File: src/rtl/scr_pkg.sv
package scr_pkg;
   // Bit positions of control bits and flags in the register word.
   localparam int B_SYSRST  = 0;
   localparam int B_TESTRST = 1;
   localparam int B_PWROFF  = 3;
   localparam int B_LED0    = 4;
   localparam int B_LED1    = 5;
   localparam int B_SEEN    = 6;
   localparam int B_DROP    = 7;
   localparam int B_RCLK    = 8;
   localparam int B_TMO     = 10;
   localparam int STATUS_MSB = 10;

   localparam logic [31:0] CTRL_MASK32 =
      (32'd1 << B_SYSRST) | (32'd1 << B_TESTRST) | (32'd1 << B_PWROFF) |
      (32'd1 << B_LED0)   | (32'd1 << B_LED1)    | (32'd1 << B_RCLK);

   localparam int NUM_FLAGS = 3;

   typedef enum logic {REARM_ON_SET, CLEAR_ON_CLR} flag_clear_e;

   function automatic int flag_pos(int idx);
      case (idx)
         0:       return B_SEEN;
         1:       return B_DROP;
         default: return B_TMO;
      endcase
   endfunction

   function automatic flag_clear_e flag_mode(int idx);
      return (idx == 2) ? CLEAR_ON_CLR : REARM_ON_SET;
   endfunction
endpackage

File: src/rtl/scr_sync.sv
module scr_sync #(
   parameter int WIDTH  = 1,
   parameter int STAGES = 2
) (
   input  logic             clk,
   input  logic             rst_n,
   input  logic [WIDTH-1:0] async_i,
   output logic [WIDTH-1:0] sync_o
);
   logic [WIDTH-1:0] stage_q [STAGES];

   for (genvar s = 0; s < STAGES; s++) begin : g_stage
      always_ff @(posedge clk or negedge rst_n) begin
         if (!rst_n) begin
            stage_q[s] <= '0;
         end else begin
            if (s == 0) stage_q[s] <= async_i;
            else        stage_q[s] <= stage_q[(s == 0) ? 0 : s-1];
         end
      end
   end

   assign sync_o = stage_q[STAGES-1];
endmodule

File: src/rtl/scr_sticky.sv
module scr_sticky (
   input  logic clk,
   input  logic rst_n,
   input  logic event_i,
   input  logic clear_i,
   output logic flag_o
);
   // An event in the same cycle as a clear keeps the flag set.
   always_ff @(posedge clk or negedge rst_n) begin
      if (!rst_n) flag_o <= 1'b0;
      else        flag_o <= event_i | (flag_o & ~clear_i);
   end
endmodule

File: src/rtl/scr_ctrl_bits.sv
module scr_ctrl_bits #(
   parameter int              DATA_W = 32,
   parameter logic [DATA_W-1:0] MASK = '1
) (
   input  logic              clk,
   input  logic              rst_n,
   input  logic [DATA_W-1:0] set_vec,
   input  logic [DATA_W-1:0] clr_vec,
   output logic [DATA_W-1:0] ctrl_q
);
   for (genvar b = 0; b < DATA_W; b++) begin : g_bit
      if (MASK[b]) begin : g_flop
         always_ff @(posedge clk or negedge rst_n) begin
            if (!rst_n)          ctrl_q[b] <= 1'b0;
            else if (set_vec[b]) ctrl_q[b] <= 1'b1;
            else if (clr_vec[b]) ctrl_q[b] <= 1'b0;
         end
      end else begin : g_tie
         assign ctrl_q[b] = 1'b0;
      end
   end

   logic unused_bits;
   assign unused_bits = ^((set_vec | clr_vec) & ~MASK);
endmodule

File: src/rtl/sense_ctrl_reg.sv
module sense_ctrl_reg #(
   parameter int              DATA_W      = 32,
   parameter int              ADDR_W      = 8,
   parameter logic [ADDR_W-1:0] SET_OFS   = 8'h10,
   parameter logic [ADDR_W-1:0] CLR_OFS   = 8'h14,
   parameter int              SYNC_STAGES = 2
) (
   input  logic              clk,
   input  logic              rst_n,
   input  logic              bus_wr_en,
   input  logic              bus_rd_en,
   input  logic [ADDR_W-1:0] bus_addr,
   input  logic [DATA_W-1:0] bus_wdata,
   output logic [DATA_W-1:0] bus_rdata,
   output logic              bus_rvalid,
   input  logic              sense_sysrst_i,
   input  logic              sense_pwr_drop_i,
   input  logic              sense_rclk_to_i,
   output logic              sys_rst_o,
   output logic              test_rst_o,
   output logic              pwr_off_o,
   output logic [1:0]        led_o,
   output logic              rclk_mode_o
);
   import scr_pkg::*;

   localparam logic [DATA_W-1:0] CMASK = CTRL_MASK32[DATA_W-1:0];
   localparam int NF = NUM_FLAGS;

   if (DATA_W <= STATUS_MSB || DATA_W > 32) begin : g_bad_width
      $error("DATA_W must lie between %0d and 32", STATUS_MSB + 1);
   end
   if (SYNC_STAGES < 2) begin : g_bad_sync
      $error("SYNC_STAGES must be at least 2");
   end
   if (SET_OFS == CLR_OFS) begin : g_bad_ofs
      $error("set and clear offsets must differ");
   end

   logic              hit_set, hit_clr, hit_rd;
   logic [DATA_W-1:0] set_vec, clr_vec, ctrl_q, status;
   logic [NF-1:0]     sense_raw, sense_sync, flag_q;

   assign hit_set = bus_wr_en && (bus_addr == SET_OFS);
   assign hit_clr = bus_wr_en && (bus_addr == CLR_OFS);
   assign hit_rd  = (bus_addr == SET_OFS) || (bus_addr == CLR_OFS);
   assign set_vec = hit_set ? bus_wdata : '0;
   assign clr_vec = hit_clr ? bus_wdata : '0;

   scr_ctrl_bits #(.DATA_W(DATA_W), .MASK(CMASK)) u_ctrl (
      .clk     (clk),
      .rst_n   (rst_n),
      .set_vec (set_vec),
      .clr_vec (clr_vec),
      .ctrl_q  (ctrl_q)
   );

   assign sense_raw = {sense_rclk_to_i, sense_pwr_drop_i, sense_sysrst_i};

   scr_sync #(.WIDTH(NF), .STAGES(SYNC_STAGES)) u_sync (
      .clk     (clk),
      .rst_n   (rst_n),
      .async_i (sense_raw),
      .sync_o  (sense_sync)
   );

   for (genvar gi = 0; gi < NF; gi++) begin : g_flag
      localparam int POS = flag_pos(gi);
      logic clr;
      if (flag_mode(gi) == REARM_ON_SET) begin : g_rearm
         assign clr = set_vec[POS];
      end else begin : g_w1c
         assign clr = clr_vec[POS];
      end
      scr_sticky u_flag (
         .clk     (clk),
         .rst_n   (rst_n),
         .event_i (sense_sync[gi]),
         .clear_i (clr),
         .flag_o  (flag_q[gi])
      );
   end

   always_comb begin
      status = ctrl_q;
      for (int i = 0; i < NF; i++) status[flag_pos(i)] = flag_q[i];
   end

   always_ff @(posedge clk or negedge rst_n) begin
      if (!rst_n) begin
         bus_rdata  <= '0;
         bus_rvalid <= 1'b0;
      end else begin
         bus_rvalid <= bus_rd_en;
         bus_rdata  <= (bus_rd_en && hit_rd) ? status : '0;
      end
   end

   assign sys_rst_o   = ctrl_q[B_SYSRST];
   assign test_rst_o  = ctrl_q[B_TESTRST];
   assign pwr_off_o   = ctrl_q[B_PWROFF];
   assign led_o       = {ctrl_q[B_LED1], ctrl_q[B_LED0]};
   assign rclk_mode_o = ctrl_q[B_RCLK];
endmodule

File: config.mk
export PLATFORM = sky130hd
export DESIGN_NAME = sense_ctrl_reg
export DESIGN_NICKNAME = d
export VERILOG_FILES = /design/src/rtl/scr_pkg.sv /design/src/rtl/scr_sync.sv /design/src/rtl/scr_sticky.sv /design/src/rtl/scr_ctrl_bits.sv /design/src/rtl/sense_ctrl_reg.sv
export SDC_FILE = /design/constraint.sdc
export NUM_CORES = 1
export LEC_CHECK = 0
export BUFFER_PORTS_ARGS = -buffer_cell sky130_fd_sc_hd__buf_2
export CELL_PAD_IN_SITES_DETAIL_PLACEMENT = 1
export CELL_PAD_IN_SITES_GLOBAL_PLACEMENT = 1
export CORE_ASPECT_RATIO = 0.75
export CORE_MARGIN = 2
export CORE_UTILIZATION = 35
export CTS_BUF_LIST = sky130_fd_sc_hd__clkbuf_16
export CTS_CLUSTER_DIAMETER = 60
export DETAILED_ROUTE_END_ITERATION = 10
export PLACE_DENSITY = 0.75
export SYNTH_ARGS = -nofsm -noshare
export SYNTH_HDL_FRONTEND = slang
export SYNTH_HIERARCHICAL = 1
export SYNTH_SLANG_ARGS = --single-unit
File: constraint.sdc
create_clock -name clk -period 2.3 [get_ports clk]
set_input_delay 0.345 -clock clk [delete_from_list [all_inputs] [get_ports clk]]
set_output_delay 0.345 -clock clk [all_outputs]
set_load 0.01 [all_outputs]
; Word level (Yosys, flattened, before mapping)
; Cells that the tools add are included.
[totals]
register_bits = 48
inputBits = 47
output_inout_bits = 39
elab_cells = 49
[classes]
eq_ne = 2
mux = 15
bitwise = 9
n_reduce_logical = 10
[op_table]
columns = cell, count
row1 = $mux 11, 2
row2 = $eq 8x5->1 const B, 2
row3 = $mux 1, 12
row4 = $reduce_bool 2->1, 6
row5 = $mux 9, 1
row6 = $and 1x1->1, 3
row7 = $logic_and 1x1->1, 3
row8 = $not 1->1, 3
row9 = $or 1x1->1, 3
row10 = $logic_or 1x1->1, 1

; Depth between registers and ports, before layout
; Gate-level depths: netlist of run 1.
[logic_depth]
ltp_word = 6
ltp_mapped = 6
mapped_depth_nobuf = 4

; Cells and area by module
; The synthesis of run 1 kept the hierarchy.
[by_module_without_submodules]
columns = module, instances, cells_per_inst, area_each_um2, seq_area_each_um2
row1 = sense_ctrl_reg, 1, 264, 2172.1, 825.8
row2 = scr_ctrl_bits, 1, 45, 416.6, 150.1
row3 = scr_sync, 1, 9, 172.7, 150.1
row4 = scr_sticky, 3, 3, 36.3, 25.0

; Least setup slack after synthesis of run 1
; No wires, ideal clock.
[synth_timing]
path_type = in2reg
start = input bus_addr[5]
end = register g_flag[0].u_flag.flag_o
setup_time_ps = 118
arrival_ps = 1595
slack_ps = 586
cell_stages = 6
path_cell_list = or4b_1 buf_2 buf_6 nor4_1 inv_1 a21o_1
[synth_between]
elab_chain_cells = 6
[synth_rtl]
columns = item, line_no
row1 = from (decl), sense_ctrl_reg.sv:12  ; input logic [ADDR_W-1:0] bus_addr,
row2 = $eq 8x5->1, sense_ctrl_reg.sv:44  ; assign hit_set = bus_wr_en && (bus_addr == SET_OFS);
row3 = $logic_and 1x1->1, sense_ctrl_reg.sv:44
row4 = $mux 9, sense_ctrl_reg.sv:47  ; assign set_vec = hit_set ? bus_wdata : '0;
row5 = named net set_vec[6], sense_ctrl_reg.sv:41  ; logic [DATA_W-1:0] set_vec, clr_vec, ctrl_q, status;
row6 = $not 1->1, scr_sticky.sv:11  ; else flag_o <= event_i | (flag_o & ~clear_i);
row7 = $and 1x1->1, scr_sticky.sv:11
row8 = $or 1x1->1, scr_sticky.sv:11
row9 = to (signal assigned), scr_sticky.sv:11
row10 = to (decl), scr_sticky.sv:6  ; output logic flag_o
; The timed path passes the listed nets, and every way through them passes these cells.
; A chain may end at the register's enable or synchronous reset.

; Worst setup path after layout of run 1
[layout_timing]
start = input bus_addr[5]
end = register u_ctrl.ctrl_q[8]
[layout_between]
elab_chain_cells = 4
[layout_rtl]
columns = item, line_no
row1 = $eq 8x5->1, sense_ctrl_reg.sv:45  ; assign hit_clr = bus_wr_en && (bus_addr == CLR_OFS);
row2 = $logic_and 1x1->1, sense_ctrl_reg.sv:45
row3 = $mux 11, sense_ctrl_reg.sv:48  ; assign clr_vec = hit_clr ? bus_wdata : '0;
row4 = named net clr_vec[8], sense_ctrl_reg.sv:41
row5 = $reduce_bool 2->1 (no line), -
row6 = "to (signal, indexed assignment)", scr_ctrl_bits.sv:14  ; if (!rst_n) ctrl_q[b] <= 1'b0;
row7 = "to (signal, indexed assignment)", scr_ctrl_bits.sv:15  ; else if (set_vec[b]) ctrl_q[b] <= 1'b1;
row8 = "to (signal, indexed assignment)", scr_ctrl_bits.sv:16  ; else if (clr_vec[b]) ctrl_q[b] <= 1'b0;
row9 = to (decl), scr_ctrl_bits.sv:9  ; output logic [DATA_W-1:0] ctrl_q
; The timed path passes the listed nets, and every way through them passes these cells.

==> results.toml, run 1 <==
[setup_path]
rr_worst_depth = 2
worstReg2RegStart = "u_ctrl/ctrl_q[3]"
r2r-end = "bus_rdata[3]"
cp.arrival_ps = 1930
startpoint_type = "input port"
cp-end-kind = "register"
worstPathRequired_ps = 2470
crit_type = "in2reg"
r2r_slack_ps = 1590
cp_max_fo = 9

[routing]
routed_wl_um = 4380
routed_via_density = 4.25
wl_per_cell_um = 12.7
antenna_left = 0
dr_total_vias = 1462
drt_iter0_markers = 75
drt-pass1-iter-count = 4
post-route-drc-count = 0

[cts]
cts_sinks = 48
cts_root_buffer = "clkbuf_16"
post_cts_resize_count = 0
cts_setup_buffers = 0
htreeDepth = 2
cts_tree = "built"
cts_buffers = 5
clkTransAtPathRegs_ps = 60
clock_latency_ps = 280
clockBufferDepth = 2
ctsHoldBuffers = 0

[timing]
fmax_mhz = 569
finalMaxSlewViolations = 0
tightest_slew_ps = 670
hold_violations = 9
grt_setup_unrepaired = "no"
finalWorstSetupSlack_ps = 543
setup_tns_ps = 0
setup_viol = 0
maxSlewHeadroom = 0.553
fin_hold_ws_ps = -10.2
min_period_over_period = 0.764
min_period_ps = 1760
finalClockSkew_ps = 3.80

[power]
combinationalPowerShare = 0.067
p_int_uw = 1290
p_total_uw = 1690
switching_share = 0.234
clkPwrFrac = 0.422
share_seq_of_total_power = 0.511
switchingPower_uw = 394
ir_worst_vdd_mv = 0.252
p_per_area_nw_per_um2 = 646
p_leak_uw = 0.00128

[global_routing]
overflow = 0
grt_max_degree = 32
antenna_found_initial = 0
grt_pass1_wl_um = 7460
track_usage = 0.137
grt_pass1_vias = 1493

[final_layout]
antenna_cells = 0
stdcell_area_um2 = 2610
nets = 309
drive_gt1_frac = 0.418
syn2layout_area_growth_pct = 15.2

[place]
io_buffers = 62
place_ws_ps = 225
post_dp_cell_area_um2 = 2470
place_congestion = 0.766
dp_hpwl_um = 3300

[die]
initial_core_util = 0.361
rows = 25
core_area_um2 = 6290
fp.dieArea_um2 = 7140
die_h_um = 73.7
boundaryPins = 86
fp.dieW_um = 96.9

[synthesis]
synthCells = 215
synth_warnings = 6
synth.cell_area_um2 = 2270
avgSynthCellArea_um2 = 10.5

[status]
status = "complete, but fails checks"
violations = "hold timing"

[flow_run]
maxCapViolCount = 0

[worst_hold_path]
hp-class = "in2async"
## cells in the final DEF, fill, tap and decap left out, drive strengths merged
cell    instances
a21o            9
buf            69
clkbuf          5
clkinv          2
conb           23
dfrtp          48
inv            42
nand2           8
nand3           7
nor3           39
nor4            8
or3             1
or4b            2
## worst max path at each step
stage | to | from | slack [ps]
after global placement | g_flag[0].u_flag/flag_o | bus_addr[5] | 310
after floorplan | g_flag[0].u_flag/flag_o | bus_addr[5] | 620
after detailed placement | u_ctrl/ctrl_q[8] | bus_addr[5] | 220
final | u_ctrl/ctrl_q[8] | bus_addr[5] | 540
after global routing | u_ctrl/ctrl_q[0] | bus_addr[5] | 490
after CTS | u_ctrl/ctrl_q[8] | bus_addr[5] | 530
## power by group through the flow
stage	clock [uW]	sequential, uW	combinational, uW
after detailed placement	0	879	115
after global placement	0	878	111
after CTS	740	863	115
final	712	862	113
after global routing	785	863	131
after floorplan	0	881	94.8
## state kept, by name (all words and copies together), names as in the netlist
signal,cells
bus_rdata,32
bus_rvalid,1
g_flag.u_flag/flag_o,3
u_ctrl/ctrl_q,6
u_sync/stage_q,3
u_sync/sync_o,3
## stage by stage
| step | utilization | instances |
|---|---|---|
| floorplan | - | 237 |
| global placement | 0.393 | 336 |
| detailed placement | 0.393 | 336 |
| CTS | 0.416 | 344 |
| global route | 0.416 | 344 |
| finish | 0.416 | 344 |
## layout make-up
type	instances	area, um2
Multi-Input combinational cell	97	651
Sequential cell	48	1200
Tap cell	81	101
Timing Repair Buffer	69	363
Clock buffer	5	125
Fill cell	726	3670
Inverter	41	154
Clock inverter	3	17.5
## worst max-delay path, stage by stage
cell	delay, ps
buf_2	100
or4b_2	810
buf_4	230
nor3_1	200
inv_1	80
a21o_1	170
## metal layers
metal,track usage,vias to the layer above,wire length (um)
met2,0.232,41,2260
met4,0.0376,0,46
met1,0.162,709,1700
met3,0.0580,8,372
met5,0,-,0
li1,-,704,-
Note: power is estimated with default switching activity, not from simulation.
==> run 2: changes to the inputs <==
--- a/config.mk
+++ b/config.mk
@@ -5,6 +5,7 @@
 export SDC_FILE = /design/constraint.sdc
 export NUM_CORES = 1
 export LEC_CHECK = 0
+export ABC_AREA = 1
 export BUFFER_PORTS_ARGS = -buffer_cell sky130_fd_sc_hd__buf_2
 export CELL_PAD_IN_SITES_DETAIL_PLACEMENT = 1
 export CELL_PAD_IN_SITES_GLOBAL_PLACEMENT = 1
@@ -14,7 +15,7 @@
 export CTS_BUF_LIST = sky130_fd_sc_hd__clkbuf_16
 export CTS_CLUSTER_DIAMETER = 60
 export DETAILED_ROUTE_END_ITERATION = 10
-export PLACE_DENSITY = 0.75
+export PLACE_DENSITY = 0.79
 export SYNTH_ARGS = -nofsm -noshare
 export SYNTH_HDL_FRONTEND = slang
 export SYNTH_HIERARCHICAL = 1
==> constraint.sdc (replaced) <==
create_clock -name clk -period 1.8 [get_ports clk]
set_input_delay 0.27 -clock clk [delete_from_list [all_inputs] [get_ports clk]]
set_output_delay 0.27 -clock clk [all_outputs]
set_load 0.01 [all_outputs]
==> results.toml, run 2 <==
[cts]
htreeDepth = 2
post_cts_resize_count = 0
clock_latency_ps = 280
clockBufferDepth = 2
cts_root_buffer = "clkbuf_16"
cts_sinks = 48
cts_buffers = 5
clkTransAtPathRegs_ps = 60
cts_tree = "built"

[synthesis]
synth_warnings = 6
avgSynthCellArea_um2 = 9.24
synthCells = 225
synth.cell_area_um2 = 2080

[timing]
fmax_mhz = 909
hold_violations = 0
setup_viol = 0
min_period_over_period = 0.611
tightest_slew_ps = 554
grt_setup_unrepaired = "no"
min_period_ps = 1100
maxSlewHeadroom = 0.629
finalMaxSlewViolations = 0
setup_tns_ps = 0
finalClockSkew_ps = 2.85

[routing]
routed_wl_um = 3790
drt_iter0_markers = 15
post-route-drc-count = 0
drt-pass1-iter-count = 3
wl_per_cell_um = 10.3
antenna_left = 0
dr_total_vias = 1400
routed_via_density = 3.79

[final_layout]
antenna_cells = 0
multi_input_area_um2 = 473
drive_gt1_frac = 0.375
final_common_cell = "inv_1"
nFillCells = 706
layout_common_cells = "inv_1, buf_2, dfrtp_1, nor2_2, nand2_1"
nets = 337
regMostFlops = "bus_rdata"
syn2layout_area_growth_pct = 24.4
seqCellArea_um2 = 1200
finish.utilization = 0.448
largest_register_ff_count = 32
top_regs = "bus_rdata: 32 flops, u_ctrl/ctrl_q: 6 flops"

[flow_run]
maxCapViolCount = 0

[power]
ir_worst_vdd_mv = 0.510
p_per_area_nw_per_um2 = 981
p_leak_uw = 0.00148

[setup_path]
worstPathRequired_ps = 1530
cp_slowest_cell = "dfrtp_1"
r2r-end = "bus_rdata[1]"
cp_top_family = "flip-flops"
crit_chain = "buf_2"
startpoint_type = "register"
r2r_slack_ps = 1170
cp_max_fo = 3
path_buf_inv = 1
worstReg2RegStart = "u_ctrl/ctrl_q[1]"
crit_type = "reg2out"
cp-end-kind = "output pin"
cp.arrival_ps = 830
rr_worst_depth = 2
max_stage_delay_ps = 400

[die]
initial_core_util = 0.360
core_area_um2 = 5770
boundaryPins = 86
fp.dieW_um = 93.0
fp.dieArea_um2 = 6580
rows = 24
die_h_um = 70.7

[worst_hold_path]
whs_path_depth = 1
min_from = "sense_pwr_drop_i"
hold_path_end = "u_sync/stage_q[4]"
hp-class = "in2reg"

[global_routing]
antenna_found_initial = 0
grt_pass1_vias = 1528
grt_pass1_wl_um = 6650
grt_max_degree = 26
overflow = 0
track_usage = 0.133

[place]
place_congestion = 0.693
io_buffers = 62
dp_hpwl_um = 2940

[status]
status = "finished clean"
run 2: changes by cell type in the layout (fill, tap and decap cells not counted), moves of 5 or more:
cell / delta
nor3_1: -7
nor2_2: +30
a21o_1: -9
inv_1: +23
nor2_1: +19
nand2_1: +17
nand3_1: -5
nor3_2: -32
nor4_1: -8
run 2: timing repair:
item / 4_1_cts / 5_1_grt
setup buffers: 0 / 0
hold endpoints to repair: 5 / 0
hold buffers: 1 / 0
run 2: worst max path at each step:
stage	cells past startpoint	start	slack, ps	endpoint
after CTS	9	bus_addr[0]	680	g_flag[1].u_flag/flag_o
after detailed placement	9	bus_addr[0]	350	g_flag[1].u_flag/flag_o
after global placement	9	bus_addr[0]	440	g_flag[1].u_flag/flag_o
after floorplan	9	bus_addr[6]	770	g_flag[0].u_flag/flag_o
after global routing	9	bus_addr[0]	540	g_flag[0].u_flag/flag_o
final	1	u_ctrl/ctrl_q[1]	700	test_rst_o
run 2: metal layers:
| metal | wire [um] | up-vias | GRT usage |
|---|---|---|---|
| li1 | - | 689 | - |
| met5 | 0 | - | 0 |
| met2 | 2010 | 37 | 0.239 |
| met1 | 1440 | 670 | 0.139 |
| met4 | 33 | 0 | 0.0343 |
| met3 | 308 | 4 | 0.0692 |
run 2: cell type report:
cell class,count,area share
Tap cell,78,0.0378
Sequential cell,48,0.465
Clock inverter,3,0.0348
Clock buffer,5,0.0484
Multi-Input combinational cell,102,0.183
Inverter,66,0.0958
Timing Repair Buffer,67,0.136
run 2: per-stage QoR:
step / std cells / hold slack (ps) / setup WS (ps) / power, uW / instance area (um2)
global route: 369 / 82.7 / 538 / 2650 / 2580
finish: 369 / 90.6 / 700 / 2540 / 2580
CTS: 369 / 81.2 / 676 / 2580 / 2580
floorplan: 247 / -25.6 / 772 / 1210 / 2160
detailed placement: 360 / 110 / 352 / 1240 / 2360
global placement: 360 / 104 / 444 / 1230 / 2360
run 2: where the power goes:
group	internal [uW]	leakage [uW]	total [uW]	switching (uW)
Clock	936	0.000104	1320	383
Combinational	42.3	0.000736	116	73.7
Sequential	1090	0.000638	1100	7.19
